File: src/rtl/bar_dec_pkg.sv
package bar_dec_pkg;

   typedef enum logic {
      SPACE_MEM = 1'b0,
      SPACE_IO  = 1'b1
   } space_e;

   localparam int MAX_SLOTS    = 8;
   localparam int MAX_SIZE_EXP = 6;

endpackage

File: src/rtl/bar_window_slot.sv
module bar_window_slot
   import bar_dec_pkg::*;
#(
   parameter int BAR_W         = 32,
   parameter int ADDR_W        = 40,
   parameter int SZ_W          = 5,
   parameter int IO_FLAG_BITS  = 2,
   parameter int MEM_FLAG_BITS = 4,
   parameter logic [ADDR_W-1:0] IO_SPACE_BASE  = '0,
   parameter logic [ADDR_W-1:0] MEM_SPACE_BASE = '0
) (
   input  logic              clk,
   input  logic              rst_n,
   input  logic              wr_sel,
   input  logic [BAR_W-1:0]  wr_data,
   input  logic              cfg_io,
   input  logic [SZ_W-1:0]   cfg_lg,
   output logic              win_en,
   output logic              win_io,
   output logic [ADDR_W-1:0] win_base,
   output logic [SZ_W-1:0]   win_lg,
   output logic              moved
);

   localparam logic [BAR_W-1:0] IO_FLAGS  = BAR_W'((64'd1 << IO_FLAG_BITS) - 64'd1);
   localparam logic [BAR_W-1:0] MEM_FLAGS = BAR_W'((64'd1 << MEM_FLAG_BITS) - 64'd1);

   logic              probe;
   logic [BAR_W-1:0]  flag_mask;
   logic [BAR_W-1:0]  masked;
   logic [ADDR_W-1:0] new_base;
   logic              accept;

   always_comb begin
      probe     = &wr_data;
      flag_mask = (space_e'(cfg_io) == SPACE_IO) ? IO_FLAGS : MEM_FLAGS;
      masked    = wr_data & ~flag_mask;
      new_base  = ADDR_W'(masked) +
                  ((space_e'(cfg_io) == SPACE_IO) ? IO_SPACE_BASE : MEM_SPACE_BASE);
      accept    = wr_sel && !probe && (masked != '0);
      moved     = accept && (!win_en || (new_base != win_base) ||
                             (cfg_io != win_io) || (cfg_lg != win_lg));
   end

   always_ff @(posedge clk) begin
      if (!rst_n) begin
         win_en   <= 1'b0;
         win_io   <= 1'b0;
         win_base <= '0;
         win_lg   <= '0;
      end else if (accept) begin
         win_en   <= 1'b1;
         win_io   <= cfg_io;
         win_base <= new_base;
         win_lg   <= cfg_lg;
      end
   end

endmodule

File: src/rtl/bar_window_match.sv
module bar_window_match #(
   parameter int ADDR_W = 40,
   parameter int SZ_W   = 5,
   parameter int OFF_W  = 31
) (
   input  logic              win_en,
   input  logic              win_io,
   input  logic [ADDR_W-1:0] win_base,
   input  logic [SZ_W-1:0]   win_lg,
   input  logic              req_io,
   input  logic [ADDR_W-1:0] req_addr,
   output logic              in_win,
   output logic [OFF_W-1:0]  offset
);

   logic [ADDR_W:0]   diff;
   logic [ADDR_W-1:0] above;
   logic [OFF_W-1:0]  lim;

   always_comb begin
      diff   = {1'b0, req_addr} - {1'b0, win_base};
      above  = diff[ADDR_W-1:0] >> win_lg;
      lim    = (OFF_W'(1) << win_lg) - OFF_W'(1);
      in_win = win_en && (win_io == req_io) && !diff[ADDR_W] && (above == '0);
      offset = diff[OFF_W-1:0] & lim;
   end

endmodule

File: src/rtl/bar_hit_select.sv
module bar_hit_select #(
   parameter int NUM_BARS = 6,
   parameter int IDX_W    = 3,
   parameter int OFF_W    = 31,
   parameter bit OUT_REG  = 1'b1
) (
   input  logic                      clk,
   input  logic                      rst_n,
   input  logic                      req_valid,
   input  logic [NUM_BARS-1:0]       in_win,
   input  logic [NUM_BARS*OFF_W-1:0] off_flat,
   output logic                      rsp_valid,
   output logic                      rsp_hit,
   output logic [IDX_W-1:0]          rsp_bar,
   output logic [OFF_W-1:0]          rsp_offset
);

   logic             sel_hit;
   logic [IDX_W-1:0] sel_idx;
   logic [OFF_W-1:0] sel_off;

   // Walk from the top index down so the lowest matching slot is the last one kept.
   always_comb begin
      sel_hit = 1'b0;
      sel_idx = '0;
      sel_off = '0;
      for (int i = NUM_BARS - 1; i >= 0; i--) begin
         if (req_valid && in_win[i]) begin
            sel_hit = 1'b1;
            sel_idx = IDX_W'(i);
            sel_off = off_flat[i*OFF_W +: OFF_W];
         end
      end
   end

   generate
      if (OUT_REG) begin : g_reg
         always_ff @(posedge clk) begin
            if (!rst_n) begin
               rsp_valid  <= 1'b0;
               rsp_hit    <= 1'b0;
               rsp_bar    <= '0;
               rsp_offset <= '0;
            end else begin
               rsp_valid  <= req_valid;
               rsp_hit    <= sel_hit;
               rsp_bar    <= sel_idx;
               rsp_offset <= sel_off;
            end
         end
      end else begin : g_comb
         logic unused_clk;
         assign unused_clk = clk ^ rst_n;
         assign rsp_valid  = req_valid;
         assign rsp_hit    = sel_hit;
         assign rsp_bar    = sel_idx;
         assign rsp_offset = sel_off;
      end
   endgenerate

endmodule

File: src/rtl/bar_window_decoder.sv
module bar_window_decoder
   import bar_dec_pkg::*;
#(
   parameter int NUM_BARS      = 6,
   parameter int BAR_W         = 32,
   parameter int ADDR_W        = 40,
   parameter int SZ_W          = 5,
   parameter int IO_FLAG_BITS  = 2,
   parameter int MEM_FLAG_BITS = 4,
   parameter logic [ADDR_W-1:0] IO_SPACE_BASE  = ADDR_W'(64'h80_0000_0000),
   parameter logic [ADDR_W-1:0] MEM_SPACE_BASE = ADDR_W'(64'h10_0000_0000),
   parameter bit OUT_REG = 1'b1,
   localparam int IDX_W = (NUM_BARS > 1) ? $clog2(NUM_BARS) : 1,
   localparam int OFF_W = (1 << SZ_W) - 1
) (
   input  logic                     clk,
   input  logic                     rst_n,
   input  logic                     wr_en,
   input  logic [IDX_W-1:0]         wr_idx,
   input  logic [BAR_W-1:0]         wr_data,
   input  logic [NUM_BARS-1:0]      cfg_is_io,
   input  logic [NUM_BARS*SZ_W-1:0] cfg_size_log2,
   input  logic                     req_valid,
   input  logic                     req_is_io,
   input  logic [ADDR_W-1:0]        req_addr,
   output logic                     rsp_valid,
   output logic                     rsp_hit,
   output logic [IDX_W-1:0]         rsp_bar,
   output logic [OFF_W-1:0]         rsp_offset,
   output logic                     win_changed
);

   if (NUM_BARS < 1 || NUM_BARS > MAX_SLOTS) begin : g_chk_bars
      $error("bar_window_decoder: NUM_BARS out of range");
   end
   if (SZ_W < 1 || SZ_W > MAX_SIZE_EXP) begin : g_chk_sz
      $error("bar_window_decoder: SZ_W out of range");
   end
   if (ADDR_W <= BAR_W || OFF_W > ADDR_W) begin : g_chk_addr
      $error("bar_window_decoder: ADDR_W too narrow");
   end
   if (IO_FLAG_BITS < 0 || MEM_FLAG_BITS < 0 ||
       IO_FLAG_BITS >= BAR_W || MEM_FLAG_BITS >= BAR_W) begin : g_chk_flags
      $error("bar_window_decoder: flag widths out of range");
   end

   logic [NUM_BARS-1:0]       w_en;
   logic [NUM_BARS-1:0]       w_io;
   logic [NUM_BARS-1:0]       w_moved;
   logic [NUM_BARS-1:0]       w_in;
   logic [NUM_BARS*OFF_W-1:0] w_off;

   for (genvar i = 0; i < NUM_BARS; i++) begin : g_slot
      logic [ADDR_W-1:0] base_i;
      logic [SZ_W-1:0]   lg_i;
      logic              sel_i;

      assign sel_i = wr_en && (wr_idx == IDX_W'(i));

      bar_window_slot #(
         .BAR_W          (BAR_W),
         .ADDR_W         (ADDR_W),
         .SZ_W           (SZ_W),
         .IO_FLAG_BITS   (IO_FLAG_BITS),
         .MEM_FLAG_BITS  (MEM_FLAG_BITS),
         .IO_SPACE_BASE  (IO_SPACE_BASE),
         .MEM_SPACE_BASE (MEM_SPACE_BASE)
      ) slot_i (
         .clk      (clk),
         .rst_n    (rst_n),
         .wr_sel   (sel_i),
         .wr_data  (wr_data),
         .cfg_io   (cfg_is_io[i]),
         .cfg_lg   (cfg_size_log2[i*SZ_W +: SZ_W]),
         .win_en   (w_en[i]),
         .win_io   (w_io[i]),
         .win_base (base_i),
         .win_lg   (lg_i),
         .moved    (w_moved[i])
      );

      bar_window_match #(
         .ADDR_W (ADDR_W),
         .SZ_W   (SZ_W),
         .OFF_W  (OFF_W)
      ) match_i (
         .win_en   (w_en[i]),
         .win_io   (w_io[i]),
         .win_base (base_i),
         .win_lg   (lg_i),
         .req_io   (req_is_io),
         .req_addr (req_addr),
         .in_win   (w_in[i]),
         .offset   (w_off[i*OFF_W +: OFF_W])
      );
   end

   bar_hit_select #(
      .NUM_BARS (NUM_BARS),
      .IDX_W    (IDX_W),
      .OFF_W    (OFF_W),
      .OUT_REG  (OUT_REG)
   ) sel_i (
      .clk        (clk),
      .rst_n      (rst_n),
      .req_valid  (req_valid),
      .in_win     (w_in),
      .off_flat   (w_off),
      .rsp_valid  (rsp_valid),
      .rsp_hit    (rsp_hit),
      .rsp_bar    (rsp_bar),
      .rsp_offset (rsp_offset)
   );

   always_ff @(posedge clk) begin
      if (!rst_n) win_changed <= 1'b0;
      else        win_changed <= |w_moved;
   end

endmodule

File: config.mk
export PLATFORM = sky130hd
export DESIGN_NAME = bar_window_decoder
export DESIGN_NICKNAME = d
export VERILOG_FILES = /design/src/rtl/bar_dec_pkg.sv /design/src/rtl/bar_window_slot.sv /design/src/rtl/bar_window_match.sv /design/src/rtl/bar_hit_select.sv /design/src/rtl/bar_window_decoder.sv
export SDC_FILE = /design/constraint.sdc
export NUM_CORES = 2
export LEC_CHECK = 0
export BUFFER_PORTS_ARGS = -buffer_cell sky130_fd_sc_hd__clkbuf_2
export CAP_MARGIN = 20
export CORE_UTILIZATION = 30
export CTS_CLUSTER_SIZE = 10
export DETAILED_ROUTE_END_ITERATION = 16
export GPL_ROUTABILITY_DRIVEN = 1
export PLACE_DENSITY = 0.55
export SETUP_SLACK_MARGIN = 0.4
export SLEW_MARGIN = 10
export SYNTH_ARGS = -nofsm -noshare
export SYNTH_HDL_FRONTEND = slang
export SYNTH_SLANG_ARGS = --single-unit
File: constraint.sdc
create_clock -name clk -period 14.75 [get_ports clk]
set_input_delay 2.2125 -clock clk [delete_from_list [all_inputs] [get_ports clk]]
set_output_delay 2.2125 -clock clk [all_outputs]
set_load 0.1 [all_outputs]
==> key figures <==
Timing
  – Final setup margin: 5.99 ns
  – Final Hold Fails: 0
  – Hold slack: 0.481 ns
  – Worst Skew: 0.0460 ns
  – Final min period: 8.76 ns
  – RSZ-0062 raised after global routing: no
  – Final Setup Violations: 0
  – Max Slew Vio Count: 0
  – Fmax: 0.114 GHz
  – Worst Tran Pin Value: 1.16 ns
  – Setup Total Neg Slack: 0 ns
  – Worst relative slew slack: 22.2%
  – Crit share post-route: 59.4%

Critical path
  – Worst Setup EP: sel_i.rsp_offset[25]
  – Critical Path RT: 15.35 ns
  – Worst Setup SP: req_addr[3]
  – Crit path max fanout: 12
  – RR Startpoint: g_slot[4].slot_i.win_base[2]
  – Worst R2R Setup Slack: 7.89 ns
  – Worst Path Arrival: 9.36 ns
  – CP Launch Type: input port
  – R2R cell count: 18
  – Critical Path Sink Type: register
  – RR Endpoint: sel_i.rsp_offset[25]
  – Critical path class: in2reg

Logic synthesis
  – Top cells by area, synth: dfxtp_1, nand2_1, a21oi_1
  – Most frequent cell after synthesis: nand2_1
  – Number of distinct library cells after synthesis: 112
  – Post-Syn Nets: 6,197
  – Ys Warns: 0
  – FF+latch count, synth: 265
  – Top cell type's share of synthesized area: 13.6%
  – Top_reg_cell synth: dfxtp_1
  – Number of synthesized flops with an enable pin: 0
  – Avg Inst Size Synth: 6.66 µm²
  – Mapped Cells: 5,877
  – Largest area contributor in the netlist: dfxtp_1
  – Register area share after synthesis: 13.6%
  – Post-Synthesis Cell Area: 39,100 µm²
  – Asr flop ratio synth: 0%
  – Top post-synthesis cells by count: nand2_1, a21oi_1, nor2_1

Layout
  – Synthesis-to-finish area growth: 9.15%
  – Total Nets Final: 6,096
  – Layout cell share with drive strength beyond 1: 8.24%
  – Filler Cells Inserted: 14,273
  – Fin area: 42,700 µm²
  – Final Non-Filler Cells: 7,550

GRT
  – GRT Overall Usage: 33.7%
  – Gr ovfl total: 0
  – Largest net degree at the start of global routing: 71
  – Number of global-route vias before repair: 42,599
  – First-pass GRT wire length: 322,000 µm
  – Antenna violations before repair: 19

Drt
  – # DRC: 0
  – Average wire per standard cell: 30.7 µm
  – Vias/cell: 6.32
  – Detailed Route Iter0 Violations: 6,907
  – Drt first pass iters: 9
  – Via count: 47,718
  – Post-route ant nets: 0
  – Final wirelength: 232,000 µm
  – Met2 routed wirelength: 93,900 µm
  – Metal3 WL: 23,800 µm
  – Top routing layer in use: met5
  – Met1 WL: 92,900 µm

Clock tree
  – CTS Buf Count: 40
  – Clock slew at reported path FFs: 0.06 ns
  – Postcts setup bufs: 0
  – # H-tree levels: 2
  – Root Driver: clkbuf_16
  – Skew-Pair Late Insertion Delay: 0.66 ns
  – CTS Buffer Depth: 3
  – Clk sinks: 265
  – TritonCTS clock tree: yes
  – CTS resizes: 0
  – Post-CTS Hold Fix Bufs: 0

Pwr
  – Pwr/cell area: 70.3 nW/µm²
  – Leakage: 14.5 nW
  – Worst vdd ir: 0.0742 mV

Die
  – Area of the die: 132,000 µm²
  – Std cell rows: 132
  – DIE HEIGHT: 363 µm
  – IO Pins: 153
  – Core Box Area: 129,000 µm²
  – Die X: 363 µm
  – Starting Density: 30.2%

Placement
  – Inst Count DP: 7,476
  – HPWL after DPL: 177,000 µm
  – Post-DP Area: 41,400 µm²
  – Final Wtd Congestion: 1.07
  – Pre-CTS setup slack: 5.73 ns
  – PortBufs: 152

Worst hold path
  – Hold Path Class: reg2reg
  – Hold path start: g_slot[5].slot_i.win_base[25]

Outcome
  – Status: finished clean

Job
  – Max-capacitance violation count: 0
-- through the flow --
stage / utilization (%) / total power, W
final: 33.0 / 0.00300
after floorplan: - / 0.00152
after detailed placement: 32.0 / 0.00196
after global placement: 32.0 / 0.00197
after global routing: 33.0 / 0.00310
after CTS: 33.0 / 0.00296
-- flip-flops by register name, summed over array words and instances, names as in the netlist --
signal,flops
g_slot.slot_i.win_en,6
sel_i.rsp_bar,3
sel_i.rsp_offset,31
g_slot.slot_i.win_base,187
win_changed,1
sel_i.rsp_hit,1
g_slot.slot_i.win_lg,30
g_slot.slot_i.win_io,5
sel_i.rsp_valid,1
-- layer usage --
layer	GRT usage [%]	vias to the layer above
li1	-	21494
met3	7.92	615
met2	48.7	2744
met5	0	-
met4	25.7	8
met1	43.0	22857
-- critical path, cell delays in order --
cell       delay [ns]
clkbuf_2         0.52
inv_1            0.41
fa_1             0.59
nand2b_1         0.21
a21oi_1          0.29
o21ai_1          0.25
o211ai_1         0.67
or3_1            0.22
o2111ai_1        0.16
o31a_1           0.31
or4_1            0.46
a221oi_1         0.32
nand4_1          0.70
nor3_1           0.71
nand3_1          0.20
a311oi_1         0.92
o31a_1           0.19
-- power breakdown --
| part | internal [W] | total, W | switching, W |
|---|---|---|---|
| Combinational | 0.000375 | 0.00126 | 0.000881 |
| Sequential | 0.000730 | 0.000743 | 0.0000133 |
| Clock | 0.000576 | 0.00100 | 0.000428 |
-- final cells by class --
| cell class | count | area (µm²) | share of cell area, % |
|---|---|---|---|
| multi-input combinational | 4908 | 31100 | 72.9 |
| sequential | 265 | 5310 | 12.4 |
| tap | 1742 | 2180 | 5.10 |
| timing repair buffer | 284 | 1750 | 4.10 |
| clock buffer | 51 | 1050 | 2.46 |
| inverter | 277 | 1050 | 2.45 |
| clock inverter | 19 | 233 | 0.545 |
| antenna | 4 | 10.0 | 0.0234 |
-- layout by cell type, fill, tap and decap left out, types with 150 or more instances in the layout --
master / n
a21oi_1: 570
clkbuf_2: 152
dfxtp_1: 261
ha_1: 198
inv_1: 266
nand2_1: 840
nand3_1: 150
nor2_1: 478
o21ai_0: 326
xnor2_1: 235
-- worst min-delay path by stage --
| stage | end | depth (start not counted) |
|---|---|---|
| 2_1_floorplan | g_slot[5].slot_i.win_base[3] | 2 |
| 3_3_place_gp | g_slot[5].slot_i.win_base[25] | 2 |
| 3_5_place_dp | g_slot[4].slot_i.win_base[22] | 2 |
| 4_1_cts | g_slot[4].slot_i.win_base[22] | 2 |
| 5_1_grt | g_slot[4].slot_i.win_base[6] | 2 |
| 6_report | g_slot[5].slot_i.win_base[25] | 2 |
-- cells by family after synthesis --
family,share of synthesized area (%)
adder cells (fa/ha/maj),6.64
AO/OA/AOI/OAI,33.7
multiplexers,3.69
AND/OR/NAND/NOR,27.0
buffers and inverters,7.05
XOR/XNOR,8.37
flip-flops,13.6
(Power assumes the default switching activity.)
